## src/rtl/sdt_pkg.sv

```systemverilog
package sdt_pkg;

   typedef enum logic [1:0] {
      ORD_MSB   = 2'd0,
      ORD_LSB   = 2'd1,
      ORD_GATED = 2'd2
   } xfer_mode_e;

   // Unlisted codes fall back to plain MSB-first transfer.
   function automatic xfer_mode_e decode_mode(input logic [2:0] code);
      case (code)
         3'b001:  return ORD_LSB;
         3'b010:  return ORD_GATED;
         default: return ORD_MSB;
      endcase
   endfunction

endpackage

```

## src/rtl/sdt_sync.sv

```systemverilog
module sdt_sync #(
   parameter int N      = 3,
   parameter int STAGES = 2
) (
   input  logic         clk,
   input  logic         rst_n,
   input  logic [N-1:0] d_i,
   output logic [N-1:0] lvl_o,
   output logic [N-1:0] chg_o
);

   if (STAGES < 2) begin : g_bad_stages
      $error("sdt_sync: STAGES must be at least 2");
   end
   if (N < 1) begin : g_bad_n
      $error("sdt_sync: N must be at least 1");
   end

   logic [STAGES-1:0][N-1:0] stg_q;
   logic [N-1:0]             last_q;

   always_ff @(posedge clk or negedge rst_n) begin
      if (!rst_n) begin
         stg_q  <= '0;
         last_q <= '0;
      end else begin
         stg_q  <= {stg_q[STAGES-2:0], d_i};
         last_q <= stg_q[STAGES-1];
      end
   end

   assign lvl_o = stg_q[STAGES-1];
   assign chg_o = stg_q[STAGES-1] ^ last_q;

endmodule

```

## src/rtl/sdt_hold.sv

```systemverilog
module sdt_hold #(
   parameter int W = 18
) (
   input  logic         clk,
   input  logic         rst_n,
   input  logic         load_i,
   input  logic         sel_left_i,
   input  logic [W-1:0] left_i,
   input  logic [W-1:0] right_i,
   output logic [W-1:0] word_o
);

   logic [W-1:0] left_q, right_q;

   always_ff @(posedge clk or negedge rst_n) begin
      if (!rst_n) begin
         left_q  <= '0;
         right_q <= '0;
      end else if (load_i) begin
         left_q  <= left_i;
         right_q <= right_i;
      end
   end

   // On the capture cycle the fresh left sample is forwarded directly.
   assign word_o = load_i     ? left_i :
                   sel_left_i ? left_q : right_q;

endmodule

```

## src/rtl/sdt_shifter.sv

```systemverilog
module sdt_shifter #(
   parameter int W = 18
) (
   input  logic         clk,
   input  logic         rst_n,
   input  logic         clr_i,
   input  logic         restart_i,
   input  logic         fall_i,
   input  logic         armed_i,
   input  logic         lsb_first_i,
   input  logic         gated_i,
   input  logic         fen_i,
   input  logic [W-1:0] word_i,
   output logic         bit_o
);

   localparam int             CW   = $clog2(W + 1);
   localparam logic [CW-1:0]  LAST = CW'(W);

   logic [CW-1:0] idx_q, base, pos;
   logic [W-1:0]  shifted;
   logic          in_word, hold_gate;

   assign base      = restart_i ? '0 : idx_q;
   assign in_word   = (base < LAST);
   assign pos       = lsb_first_i ? base : (LAST - 1'b1 - base);
   assign shifted   = word_i >> pos;
   assign hold_gate = gated_i && !fen_i;

   always_ff @(posedge clk or negedge rst_n) begin
      if (!rst_n) begin
         idx_q <= '0;
         bit_o <= 1'b0;
      end else if (clr_i) begin
         idx_q <= '0;
         bit_o <= 1'b0;
      end else if (fall_i) begin
         if (!armed_i || hold_gate || !in_word) begin
            bit_o <= 1'b0;
            idx_q <= base;
         end else begin
            bit_o <= shifted[0];
            idx_q <= base + 1'b1;
         end
      end else if (restart_i) begin
         idx_q <= '0;
      end
   end

   assert_idx_bound_R7: assert property (@(posedge clk) disable iff (!rst_n)
      idx_q <= LAST);

   assert_pad_zero_R7: assert property (@(posedge clk) disable iff (!rst_n)
      (fall_i && !restart_i && idx_q == LAST) |=> !bit_o);

   assert_gate_hold_R6: assert property (@(posedge clk) disable iff (!rst_n)
      (fall_i && gated_i && !fen_i && !restart_i && !clr_i) |=> ($stable(idx_q) && !bit_o));

endmodule

```

## src/rtl/stereo_slave_tx.sv

```systemverilog
module stereo_slave_tx
   import sdt_pkg::*;
#(
   parameter int SAMPLE_W    = 18,
   parameter int SYNC_STAGES = 2
) (
   input  logic                clk,
   input  logic                rst_n,
   input  logic                pdn_i,
   input  logic [2:0]          mode_i,
   input  logic                bclk_i,
   input  logic                wclk_i,
   input  logic                fen_i,
   input  logic [SAMPLE_W-1:0] left_i,
   input  logic [SAMPLE_W-1:0] right_i,
   output logic                sdata_o,
   output logic                req_o
);

   if (SAMPLE_W < 2) begin : g_bad_width
      $error("stereo_slave_tx: SAMPLE_W must be at least 2");
   end

   localparam int NSIG = 3;

   logic [NSIG-1:0] lvl, chg;
   logic            b_fall, w_rise, w_fall, restart;
   logic            armed_q, armed_eff, req_q;
   logic            unused_fen_chg;
   xfer_mode_e      mode_q, mode_eff;
   logic [SAMPLE_W-1:0] cur_word;

   sdt_sync #(.N(NSIG), .STAGES(SYNC_STAGES)) u_sync (
      .clk   (clk),
      .rst_n (rst_n),
      .d_i   ({fen_i, wclk_i, bclk_i}),
      .lvl_o (lvl),
      .chg_o (chg)
   );

   assign b_fall         = chg[0] & ~lvl[0];
   assign w_rise         = chg[1] &  lvl[1];
   assign w_fall         = chg[1] & ~lvl[1];
   assign restart        = w_rise | w_fall;
   assign unused_fen_chg = chg[2];

   always_ff @(posedge clk or negedge rst_n) begin
      if (!rst_n) begin
         armed_q <= 1'b0;
         mode_q  <= ORD_MSB;
         req_q   <= 1'b0;
      end else begin
         req_q <= w_rise & ~pdn_i;
         if (pdn_i)       armed_q <= 1'b0;
         else if (w_rise) armed_q <= 1'b1;
         if (w_rise)      mode_q  <= decode_mode(mode_i);
      end
   end

   assign armed_eff = ~pdn_i & (armed_q | w_rise);
   assign mode_eff  = w_rise ? decode_mode(mode_i) : mode_q;

   sdt_hold #(.W(SAMPLE_W)) u_hold (
      .clk        (clk),
      .rst_n      (rst_n),
      .load_i     (w_rise),
      .sel_left_i (lvl[1]),
      .left_i     (left_i),
      .right_i    (right_i),
      .word_o     (cur_word)
   );

   sdt_shifter #(.W(SAMPLE_W)) u_shift (
      .clk         (clk),
      .rst_n       (rst_n),
      .clr_i       (pdn_i),
      .restart_i   (restart),
      .fall_i      (b_fall),
      .armed_i     (armed_eff),
      .lsb_first_i (mode_eff == ORD_LSB),
      .gated_i     (mode_eff == ORD_GATED),
      .fen_i       (lvl[2]),
      .word_i      (cur_word),
      .bit_o       (sdata_o)
   );

   assign req_o = req_q;

   assert_pdn_quiet_R1: assert property (@(posedge clk) disable iff (!rst_n)
      pdn_i |=> (!sdata_o && !req_o));

   assert_wait_align_R2: assert property (@(posedge clk) disable iff (!rst_n)
      (!armed_q && !w_rise) |=> !sdata_o);

   assert_fall_only_R3: assert property (@(posedge clk) disable iff (!rst_n)
      (!b_fall && !pdn_i) |=> $stable(sdata_o));

   assert_req_single_R10: assert property (@(posedge clk) disable iff (!rst_n)
      req_o |=> !req_o);

endmodule

```

## config.mk

```make
export PLATFORM = sky130hd
export DESIGN_NAME = stereo_slave_tx
export DESIGN_NICKNAME = d
export VERILOG_FILES = /design/src/rtl/sdt_pkg.sv /design/src/rtl/sdt_sync.sv /design/src/rtl/sdt_hold.sv /design/src/rtl/sdt_shifter.sv /design/src/rtl/stereo_slave_tx.sv
export SDC_FILE = /design/constraint.sdc
export NUM_CORES = 1
export LEC_CHECK = 0
export BUFFER_PORTS_ARGS = -buffer_cell sky130_fd_sc_hd__buf_2
export CORE_ASPECT_RATIO = 0.8
export CORE_MARGIN = 2
export CORE_UTILIZATION = 60
export CTS_BUF_LIST = sky130_fd_sc_hd__clkbuf_4 sky130_fd_sc_hd__clkbuf_8
export CTS_CLUSTER_SIZE = 12
export DETAILED_ROUTE_END_ITERATION = 6
export MAX_ROUTING_LAYER = met4
export PLACE_DENSITY = 0.85
export SLEW_MARGIN = 10
export SYNTH_ARGS = -nofsm -noshare
export SYNTH_HDL_FRONTEND = slang
export SYNTH_SLANG_ARGS = --single-unit
```

## constraint.sdc

```tcl
create_clock -name clk -period 4.2 [get_ports clk]
set_input_delay 0.63 -clock clk [delete_from_list [all_inputs] [get_ports clk]]
set_output_delay 0.63 -clock clk [all_outputs]
set_load 0.02 [all_outputs]
```

==> results.md, run 1 <==
* Number of buffers created by CTS at 5
* Final Non-Filler Cells at 339
* Met3 wirelength from detailed routing at 184 microns
* Most frequent cell after synthesis: sky130_fd_sc_hd__dfrtp_1
* Final Critical Period at 2770 ps
* Crit-path max cell delay at 520 ps
* Area of the core region at 0.00423 sq mm
* Clock slew at the register clock pins of the worst setup and hold paths at 90 ps
* Sequential share of the synthesized area at 50.7%
* First-pass GRT wire length at 8090 microns
* Inserted Diodes at 0
* Number of antenna violations at the first check in global routing at 0
* Via count at 1822
* CP required at 4380 ps
* Met1 Routed Length at 2360 microns
* Initial core utilization at 63.0%
* Number of distinct standard cells referenced by the synthesized netlist at 35
* Maximum number of pins on one net before global-route repair at 55
* Worst setup path category: flop to flop
* Number of ports placed on the die boundary at 47
* Standard-cell rows at 21
* Number of nets in the final layout at 331
* Global-route usage over all layers at 21.7%
* Setup repair after global routing missed its margin: no
* Top-area cell type share of the netlist area at 50.7%
* Post-layout instance area at 0.00302 sq mm
* Wire length per cell at 13.8 microns
* Inst Count DP at 332
* Routed via count divided by cell count at 5.37
* Die Span Y at 63.6 microns
* Max-cap violation count at 0
* Cell chosen for the clock root: sky130_fd_sc_hd__clkbuf_8
* Post-CTS resize count at 0
* Synthesized area divided by synthesized cell count at 11.2 sq um
* Total number of yosys warnings at 0
* Max stage delay cell, worst path: sky130_fd_sc_hd__mux4_2
* Register-to-Register Setup Slack at 1430 ps
* TritonCTS clock tree: done
* Final Hold Fails at 0
* Type of the most critical hold path: flop to flop
* Top metal layer carrying routed signals: met4
* FF-to-FF Start: u_sync.lvl_o[1]
* Final setup TNS at 0 ps
* EDFF count, synth at 0
* Final WL at 4690 microns
* Worst relative slew slack at 56.0%
* Post-CTS Setup Inserts at 0
* Fraction of final layout cells with drive strength greater than 1 at 31.9%
* Post-route ant nets at 0
* Instance area after placement at 0.00293 sq mm
* Worst Max-Slew Pin Slew at 659 ps
* Cells traversed along the worst timing path: ha_2, and2_1, inv_1, ha_1, mux2i_4, mux4_2, or2b_1, o211ai_1, a221oi_2
* Number of H-tree levels at 2
* Filler cell count in the final layout at 315
* Post-synth top area cell: sky130_fd_sc_hd__dfrtp_1
* CP Max Fanout at 7
* Fraction of synthesis flops using an asynchronous set or reset pin at 100%
* Length in cells of the worst reg-to-reg path at 9
* Number of storage elements in the synthesis netlist at 54
* Max Freq at 362 MHz
* Max Slew Vio Count at 0
* Hold-fix buffer count after cts at 0
* Clk Latency, worst-skew pair at 300 ps
* Net count after synthesis at 286
* Power Total at 1.05 mW
* Pre-Repair DR Iteration Count at 4
* Vias in the first global route at 1777
* Setup-failing EPs final at 0
* Critical hold path startpoint: u_sync.stg_q[2]
* DP HPWL at 3410 microns
* Outcome: finished clean
* VDD IR-drop max at 0.250 mV
* Initial detailed-routing violation count at 122
* Final routed DRC violation total at 0
* Critical Path Sink Type: flop
* Number of I/O port buffers at 46
* Synth area leaders: sky130_fd_sc_hd__dfrtp_1 51%, sky130_fd_sc_hd__mux2_2 9.7%, sky130_fd_sc_hd__mux2i_1 7.9%, sky130_fd_sc_hd__o21ai_0 6.2%, sky130_fd_sc_hd__nand2_1 3.4%
* Cell Pwr Density at 349 mW/mm^2
* Post-Syn Area at 0.00266 sq mm
* Detailed route wirelength on metal2 at 2090 microns
* Skew final at 7.14 ps
* R2r endpoint: u_shift.bit_o
* Buffer depth of the longest clock path at 2
* Hold Path Cell Cnt at 0
* Area added between synthesis and finish at 13.3%
* Arr. time, crit path at 2940 ps
* Syn Inst Count at 237
* Prevailing post-synth register cell: sky130_fd_sc_hd__dfrtp_1
* Endpoint of the worst hold path: u_sync.lvl_o[2]
* Final GP Congestion at 0.883
* Most instantiated cells after synthesis: 54 x sky130_fd_sc_hd__dfrtp_1, 33 x sky130_fd_sc_hd__o21ai_0, 24 x sky130_fd_sc_hd__nand2_1, 23 x sky130_fd_sc_hd__inv_1, 23 x sky130_fd_sc_hd__mux2_2
* Share of the clock period used by the worst path at 65.8%
* Horizontal extent of the die at 78.5 microns
* Clk sink count at 54
* Sort of element at the start of the critical path: flop
* Full die area at 0.00499 sq mm
* Total overflow reported by the global router at 0
* LEAKAGE at 1.47 nW
## cell usage in the layout (no fill, tap or decap), types with 2 or more instances in the layout
cell type,netlist,layout
sky130_fd_sc_hd__a21oi_1,5,5
sky130_fd_sc_hd__buf_2,6,46
sky130_fd_sc_hd__buf_4,0,3
sky130_fd_sc_hd__clkbuf_8,0,5
sky130_fd_sc_hd__clkinvlp_4,0,2
sky130_fd_sc_hd__dfrtp_1,54,54
sky130_fd_sc_hd__ha_1,4,3
sky130_fd_sc_hd__inv_1,23,23
sky130_fd_sc_hd__mux2_2,23,23
sky130_fd_sc_hd__mux2i_1,21,21
sky130_fd_sc_hd__mux4_2,3,3
sky130_fd_sc_hd__nand2_1,24,24
sky130_fd_sc_hd__nor2_1,7,7
sky130_fd_sc_hd__nor2b_1,4,4
sky130_fd_sc_hd__nor3b_1,3,3
sky130_fd_sc_hd__o21ai_0,33,33
sky130_fd_sc_hd__xnor2_1,4,4
## where the power goes
group,internal (mW),switching (mW)
clock network,0.114,0.160
registers,0.574,0.0284
logic,0.0947,0.0826
## registers in the layout (all words and copies together) (netlist names), 2 cells and up
register	flops
mode_q	2
u_sync.stg_q	3
u_hold.right_q	18
u_sync.last_q	2
u_hold.left_q	18
u_shift.idx_q	5
u_sync.lvl_o	3
## metal layers
metal	global-route usage, %	vias up
met5	-	-
met4	5.92	0
met3	4.44	8
met2	32.5	34
met1	30.5	876
li1	-	904
## stage by stage
step	hold slack [ps]	utilization [%]	setup WS (ps)
3_5_place_dp	340	69.4	1450
5_1_grt	377	71.3	1280
4_1_cts	360	71.3	1430
2_1_floorplan	331	-	1600
3_3_place_gp	337	69.4	1520
6_report	359	71.3	1430
## worst max path at each step
stage,start,to,slack [ps],cells past startpoint
6_report,u_sync.lvl_o[1],u_shift.bit_o,1430,9
5_1_grt,u_sync.last_q[1],u_shift.idx_q[3],1280,11
4_1_cts,u_sync.lvl_o[1],u_shift.bit_o,1430,9
3_5_place_dp,u_sync.lvl_o[1],u_shift.bit_o,1450,9
3_3_place_gp,u_sync.lvl_o[1],u_shift.bit_o,1520,9
2_1_floorplan,u_sync.lvl_o[1],u_shift.bit_o,1600,9
## area by class of cell
| type | count | area, sq um | area share [%] |
|---|---|---|---|
| clock buffers | 5 | 68.8 | 2.28 |
| clock inverters | 2 | 15.0 | 0.498 |
| inverters | 23 | 86.3 | 2.86 |
| multi-input cells | 149 | 1170 | 38.8 |
| flip-flops and latches | 54 | 1350 | 44.8 |
| well taps | 57 | 71.3 | 2.36 |
| repair buffers | 49 | 253 | 8.37 |
## worst max-delay path: cells and delay by family, from the launching register on
kind / cells / cell delay [ps]
multiplexers: 2 / 740
adder cells (fa/ha/maj): 2 / 720
AND/OR/NAND/NOR: 2 / 480
flip-flops: 1 / 390
AO/OA/AOI/OAI: 2 / 200
buffers and inverters: 1 / 110
## cell families after synthesis
group,Yosys count,synth area share (%)
flip-flops,54,50.7
multiplexers,48,21.0
AO/OA/AOI/OAI,46,10.1
AND/OR/NAND/NOR,46,8.55
buffers and inverters,34,5.35
XOR/XNOR,5,2.35
adder cells (fa/ha/maj),4,1.88
Note: power is estimated with default switching activity, not from simulation.
==> run 2, diff against run 1 <==
--- a/config.mk
+++ b/config.mk
@@ -8,12 +8,12 @@
 export BUFFER_PORTS_ARGS = -buffer_cell sky130_fd_sc_hd__buf_2
 export CORE_ASPECT_RATIO = 0.8
 export CORE_MARGIN = 2
-export CORE_UTILIZATION = 60
+export CORE_UTILIZATION = 58
 export CTS_BUF_LIST = sky130_fd_sc_hd__clkbuf_4 sky130_fd_sc_hd__clkbuf_8
 export CTS_CLUSTER_SIZE = 12
 export DETAILED_ROUTE_END_ITERATION = 6
 export MAX_ROUTING_LAYER = met4
-export PLACE_DENSITY = 0.85
+export PLACE_DENSITY = 0.82
 export SLEW_MARGIN = 10
 export SYNTH_ARGS = -nofsm -noshare
 export SYNTH_HDL_FRONTEND = slang
==> constraint.sdc (replaced) <==
create_clock -name clk -period 2.9 [get_ports clk]
set_input_delay 0.435 -clock clk [delete_from_list [all_inputs] [get_ports clk]]
set_output_delay 0.435 -clock clk [all_outputs]
set_load 0.02 [all_outputs]
==> run 2 against run 1 <==
Against the previous run: global-route usage is essentially flat; register-to-register slack worse by 1200 ps; via count is 0.33% higher; cell count up 2.7%; clock skew rose by 0.65 ps; sequential share of layout area decreased by 1.1 points; combinational power grew 48%; first-iteration DRC count shrank 32%; largest cell class unchanged; largest power group unchanged.
==> results.md, run 2 (synthesis gave the netlist of run 1 again) <==
* Clk sink count at 54
* Sort of element at the start of the critical path: flop
* Final Critical Period at 2680 ps
* Clk Latency, worst-skew pair at 310 ps
* Post-route ant nets at 0
* Horizontal extent of the die at 79.8 microns
* Full die area at 0.00515 sq mm
* Instance area after placement at 0.00298 sq mm
* Max Slew Vio Count at 0
* LEAKAGE at 1.52 nW
* Max stage delay cell, worst path: sky130_fd_sc_hd__mux4_2
* DP HPWL at 3470 microns
* CP Max Fanout at 7
* Global-route usage over all layers at 21.7%
* Cell Pwr Density at 535 mW/mm^2
* Leading cell type in the layout, fill and taps excluded: sky130_fd_sc_hd__dfrtp_1
* Largest regs: u_hold.left_q x18, u_hold.right_q x18, u_shift.idx_q x5
* Type of the most critical hold path: primary input to flop
* Power Total at 1.65 mW
* Final GP Congestion at 0.861
* Initial core utilization at 59.0%
* Area of the core region at 0.00451 sq mm
* Routed via count divided by cell count at 5.25
* Number of I/O port buffers at 46
* Cells traversed along the worst timing path: ha_2, and2_1, inv_1, ha_1, mux2i_4, mux4_2, or2b_1, o211ai_1, a221oi_2
* Crit-path leading delay family: multiplexers
* Number of ports placed on the die boundary at 47
* Outcome: finished clean
* Inserted Diodes at 0
* Standard-cell rows at 22
* Number of antenna violations at the first check in global routing at 0
* Skew final at 7.79 ps
* Final setup TNS at 0 ps
* Post-layout instance area at 0.00309 sq mm
* Wire length per cell at 14.0 microns
* Post-CTS resize count at 0
* TritonCTS clock tree: done
* VDD IR-drop max at 0.350 mV
* Worst Max-Slew Pin Slew at 659 ps
* Via count at 1828
* Fraction of final layout cells with drive strength greater than 1 at 33.3%
* Crit path buf inv count at 1
* Number of nets in the final layout at 336
* Cell chosen for the clock root: sky130_fd_sc_hd__clkbuf_8
* Initial detailed-routing violation count at 83
* Buffer depth of the longest clock path at 2
* Setup-failing EPs final at 0
* Final WL at 4860 microns
* Worst relative slew slack at 56.0%
* First-pass GRT wire length at 8270 microns
* Pre-Repair DR Iteration Count at 4
* Vias in the first global route at 1835
* Number of H-tree levels at 2
* Maximum number of pins on one net before global-route repair at 55
* Max-cap violation count at 0
* CP required at 3080 ps
* Worst setup path category: flop to flop
* Final Hold Fails at 0
* Setup repair after global routing missed its margin: no
* Most frequent cells in the layout: 54 x sky130_fd_sc_hd__dfrtp_1, 46 x sky130_fd_sc_hd__buf_2, 33 x sky130_fd_sc_hd__o21ai_0
* Max Freq at 374 MHz
* Final routed DRC violation total at 0
* Crit-path max cell delay at 530 ps
* Clock slew at the register clock pins of the worst setup and hold paths at 100 ps
* Share of the clock period used by the worst path at 92.3%
* Area added between synthesis and finish at 16.1%
* Hold-fix buffer count after cts at 0
* Total overflow reported by the global router at 0
* Arr. time, crit path at 2860 ps
* Critical Path Sink Type: flop
* Number of buffers created by CTS at 5
* Post-CTS Setup Inserts at 0
* Die Span Y at 64.6 microns
[run 2: cell types whose count changed in the layout (fill, tap and decap cells not counted)]
cell	previous run	this run
sky130_fd_sc_hd__clkinv_4	0	1
sky130_fd_sc_hd__clkinvlp_4	2	0
sky130_fd_sc_hd__buf_4	3	8
sky130_fd_sc_hd__inv_6	0	1
sky130_fd_sc_hd__bufinv_16	0	1
[run 2: worst paths after layout]
path	start	to	slack, ps	cells after the start
worst max-delay path	u_sync.lvl_o[1]	u_shift.bit_o	220	9
worst min-delay path	fen_i	u_sync.stg_q[2]	220	1
worst max register to register	u_sync.lvl_o[1]	u_shift.bit_o	220	9
worst min register to register	u_sync.stg_q[1]	u_sync.lvl_o[1]	360	0
max in group asynchronous	rst_n	u_shift.bit_o	2230	2
min in group asynchronous	rst_n	u_sync.stg_q[2]	230	2
[run 2: final cells by class]
cell class | instances | area [sq um]
repair buffers | 54 | 290
flip-flops and latches | 54 | 1350
multi-input cells | 149 | 1170
clock buffers | 5 | 68.8
well taps | 60 | 75.1
clock inverters | 3 | 47.5
inverters | 23 | 86.3
fillers | 361 | 1420
[run 2: power by group]
group / switching, mW / leakage, nW / internal [mW]
Clock: 0.258 / 0.0587 / 0.262
Sequential: 0.0414 / 0.662 / 0.832
Combinational: 0.122 / 0.795 / 0.140
Total: 0.421 / 1.52 / 1.23
[run 2: through the flow]
step,setup slack (ps),std cells,utilization (%),hold slack (ps)
floorplan,302,237,-,139
global placement,348,340,65.9,332
detailed placement,253,340,65.9,338
CTS,200,348,68.5,215
global route,63.7,348,68.5,200
finish,224,348,68.5,220
[run 2: per-layer routing]
metal	global-route usage, %	vias up	share of wire, %
met4	7.63	0	1.1
met3	4.46	7	4.1
met5	-	-	0
li1	-	912	-
met2	33.4	37	47
met1	29.1	872	48
[run 2: worst reg2reg max path, cell delays in order (launching register included)]
cell	delay, ps
sky130_fd_sc_hd__dfrtp_1	400
sky130_fd_sc_hd__ha_2	390
sky130_fd_sc_hd__and2_1	170
sky130_fd_sc_hd__inv_1	80
sky130_fd_sc_hd__ha_1	320
sky130_fd_sc_hd__mux2i_4	230
sky130_fd_sc_hd__mux4_2	530
sky130_fd_sc_hd__or2b_1	230
sky130_fd_sc_hd__o211ai_1	110
sky130_fd_sc_hd__a221oi_2	90
==> run 3, diff against run 2 <==
--- a/config.mk
+++ b/config.mk
@@ -5,15 +5,15 @@
 export SDC_FILE = /design/constraint.sdc
 export NUM_CORES = 1
 export LEC_CHECK = 0
-export BUFFER_PORTS_ARGS = -buffer_cell sky130_fd_sc_hd__buf_2
 export CORE_ASPECT_RATIO = 0.8
 export CORE_MARGIN = 2
-export CORE_UTILIZATION = 58
+export CORE_UTILIZATION = 60
 export CTS_BUF_LIST = sky130_fd_sc_hd__clkbuf_4 sky130_fd_sc_hd__clkbuf_8
 export CTS_CLUSTER_SIZE = 12
 export DETAILED_ROUTE_END_ITERATION = 6
+export DONT_BUFFER_PORTS = 1
 export MAX_ROUTING_LAYER = met4
-export PLACE_DENSITY = 0.82
+export PLACE_DENSITY = 0.76
 export SLEW_MARGIN = 10
 export SYNTH_ARGS = -nofsm -noshare
 export SYNTH_HDL_FRONTEND = slang
==> run 3 against run 2 <==
Against the previous run: non-clock buffer count decreased by 46; critical endpoint unchanged; flip-flop and latch count unchanged; sequential share of layout area increased by 3.2 points; wire length decreased by 5.8%; cell area decreased by 6.8%; worst hold slack got worse by 82 ps.
==> results.md, run 3 (synthesis gave the netlist of run 1 again) <==
* Instance area after placement at 0.00273 sq mm
* Outcome: finished clean
* Number of ports placed on the die boundary at 47
* LEAKAGE at 1.34 nW
* VDD IR-drop max at 0.366 mV
* Setup-failing EPs final at 0
* Number of I/O port buffers at 0
* Post-route ant nets at 0
* Setup repair after global routing missed its margin: no
* FF-to-FF Start: u_sync.lvl_o[1]
* Global-route usage over all layers at 20.8%
* Max stage delay cell, worst path: sky130_fd_sc_hd__mux4_2
* Vias in the first global route at 1694
* Via count at 1651
* First-pass GRT wire length at 7830 microns
* Critical hold path startpoint: bclk_i
* Number of buffers created by CTS at 5
* Crit path launch: u_sync.lvl_o[1]
* Fraction of final layout cells with drive strength greater than 1 at 20.2%
* Worst slack, placed at 262 ps
* Wire length per cell at 15.3 microns
* Pre-Repair DR Iteration Count at 4
* Post-CTS resize count at 0
* Post-CTS Setup Inserts at 0
* Crit-path max cell delay at 520 ps
* Net switching fraction of the power at 25.1%
* Part of the total power dissipated in combinational logic at 14.1%
* WP depth at 9
* Crit-path leading delay family: multiplexers
* Post-layout instance area at 0.00288 sq mm
* Initial detailed-routing violation count at 51
* Register-to-Register Setup Slack at 250 ps
* Inserted Diodes at 0
* Buffer depth of the longest clock path at 2
* Max Slew Vio Count at 0
* Worst setup path category: flop to flop
* Critical Path Sink Type: flop
* Worst Setup Slack, final at 253 ps
* Clk sink count at 54
* Sort of element at the start of the critical path: flop
* Worst-case hold slack at 138 ps
* Number of nets in the final layout at 290
* Final Critical Period at 2650 ps
* Switching Power at 0.407 mW
* Most frequent cells in the layout: 54 x sky130_fd_sc_hd__dfrtp_1, 33 x sky130_fd_sc_hd__o21ai_0, 24 x sky130_fd_sc_hd__nand2_1
* Skew final at 10.7 ps
* Worst Max-Slew Pin Slew at 631 ps
* Cells traversed along the worst timing path: ha_2, and2_1, inv_1, ha_1, mux2i_4, mux4_2, or2b_1, o211ai_1, a221oi_2
* Clk Latency, worst-skew pair at 310 ps
* Cell chosen for the clock root: sky130_fd_sc_hd__clkbuf_8
* Area added between synthesis and finish at 8.13%
* Share of the clock period used by the worst path at 91.3%
* Length in cells of the worst reg-to-reg path at 9
* CP required at 3100 ps
* Max Freq at 378 MHz
* Final GP Congestion at 0.835
* Maximum number of pins on one net before global-route repair at 72
* Power Total at 1.62 mW
* Initial core utilization at 63.0%
* Standard-cell rows at 21
* Final Hold Fails at 0
* Full die area at 0.00499 sq mm
* Largest regs: u_hold.left_q x18, u_hold.right_q x18, u_shift.idx_q x5
* CP Max Fanout at 7
* Final WL at 4580 microns
* TritonCTS clock tree: done
* Area of the core region at 0.00423 sq mm
* Part of the power in the clock network at 31.9%
* Final routed DRC violation total at 0
* Leading cell type in the layout, fill and taps excluded: sky130_fd_sc_hd__dfrtp_1
* Type of the most critical hold path: primary input to flop
* Final Non-Filler Cells at 299
* Max-cap violation count at 0
* Final setup TNS at 0 ps
* Horizontal extent of the die at 78.5 microns
* Cell internal power dissipation at 1.22 mW
* Part of the power in registers at 54.0%
* Die Span Y at 63.6 microns
* Hold Path Cell Cnt at 0
* DP HPWL at 3250 microns
* Number of H-tree levels at 2
* Worst relative slew slack at 57.9%
* Clock slew at the register clock pins of the worst setup and hold paths at 100 ps
* Final core utilization at 68.1%
* Crit path buf inv count at 1
* Arr. time, crit path at 2840 ps
* Inst Count DP at 289
* Total overflow reported by the global router at 0
* Number of antenna violations at the first check in global routing at 0
* Routed via count divided by cell count at 5.52
* Cell Pwr Density at 563 mW/mm^2
## run 3: cell types whose count changed in the layout (fill, tap and decap cells not counted)
cell	previous run	this run
sky130_fd_sc_hd__buf_4	8	6
sky130_fd_sc_hd__buf_16	0	1
sky130_fd_sc_hd__buf_2	46	0
sky130_fd_sc_hd__dlygate4sd3_1	0	1
## run 3: power by group through the flow
stage	combinational (mW)	sequential (mW)	clock, mW
floorplan	0.183	0.876	0
detailed placement	0.213	0.890	0
finish	0.229	0.876	0.517
CTS	0.233	0.875	0.525
global placement	0.206	0.887	0
global route	0.260	0.885	0.555
## run 3: worst reg2reg max path: cells and delay by family, from the launching register on
family,cells,cell delay [ps]
AOI/OAI and AO/OA,2,210
adders and majority gates,2,720
buffers and inverters,1,80
DFF,1,390
muxes,2,740
and+or+nand+nor,2,400
## run 3: final timing paths
kind / endpoint
worst max-delay path: u_shift.bit_o
worst min-delay path: u_sync.stg_q[0]
worst max register to register: u_shift.bit_o
worst min register to register: u_sync.lvl_o[1]
max in group asynchronous: u_sync.lvl_o[2]
min in group asynchronous: mode_q[0]
## run 3: what timing repair did
| action | CTS | global route |
|---|---|---|
| hold buffers | 2 | 0 |
| endpoints found under the setup margin | 0 | 0 |
| hold endpoints to repair | 54 | 0 |
## run 3: area by class of cell
class                      count  area (sq um)
sequential                    54          1350
fill                         318          1350
multi-input combinational    149          1170
inverter                      23          86.3
timing repair buffer           8          82.6
tap                           57          71.3
clock buffer                   5          68.8
clock inverter                 3          47.5
## run 3: routing by layer
layer | wire length, microns | vias up | track usage [%]
met2 | 2110 | 29 | 31.7
met1 | 2260 | 802 | 28.7
met5 | 0 | - | -
met3 | 157 | 5 | 4.15
met4 | 52 | 0 | 5.92
li1 | - | 815 | -
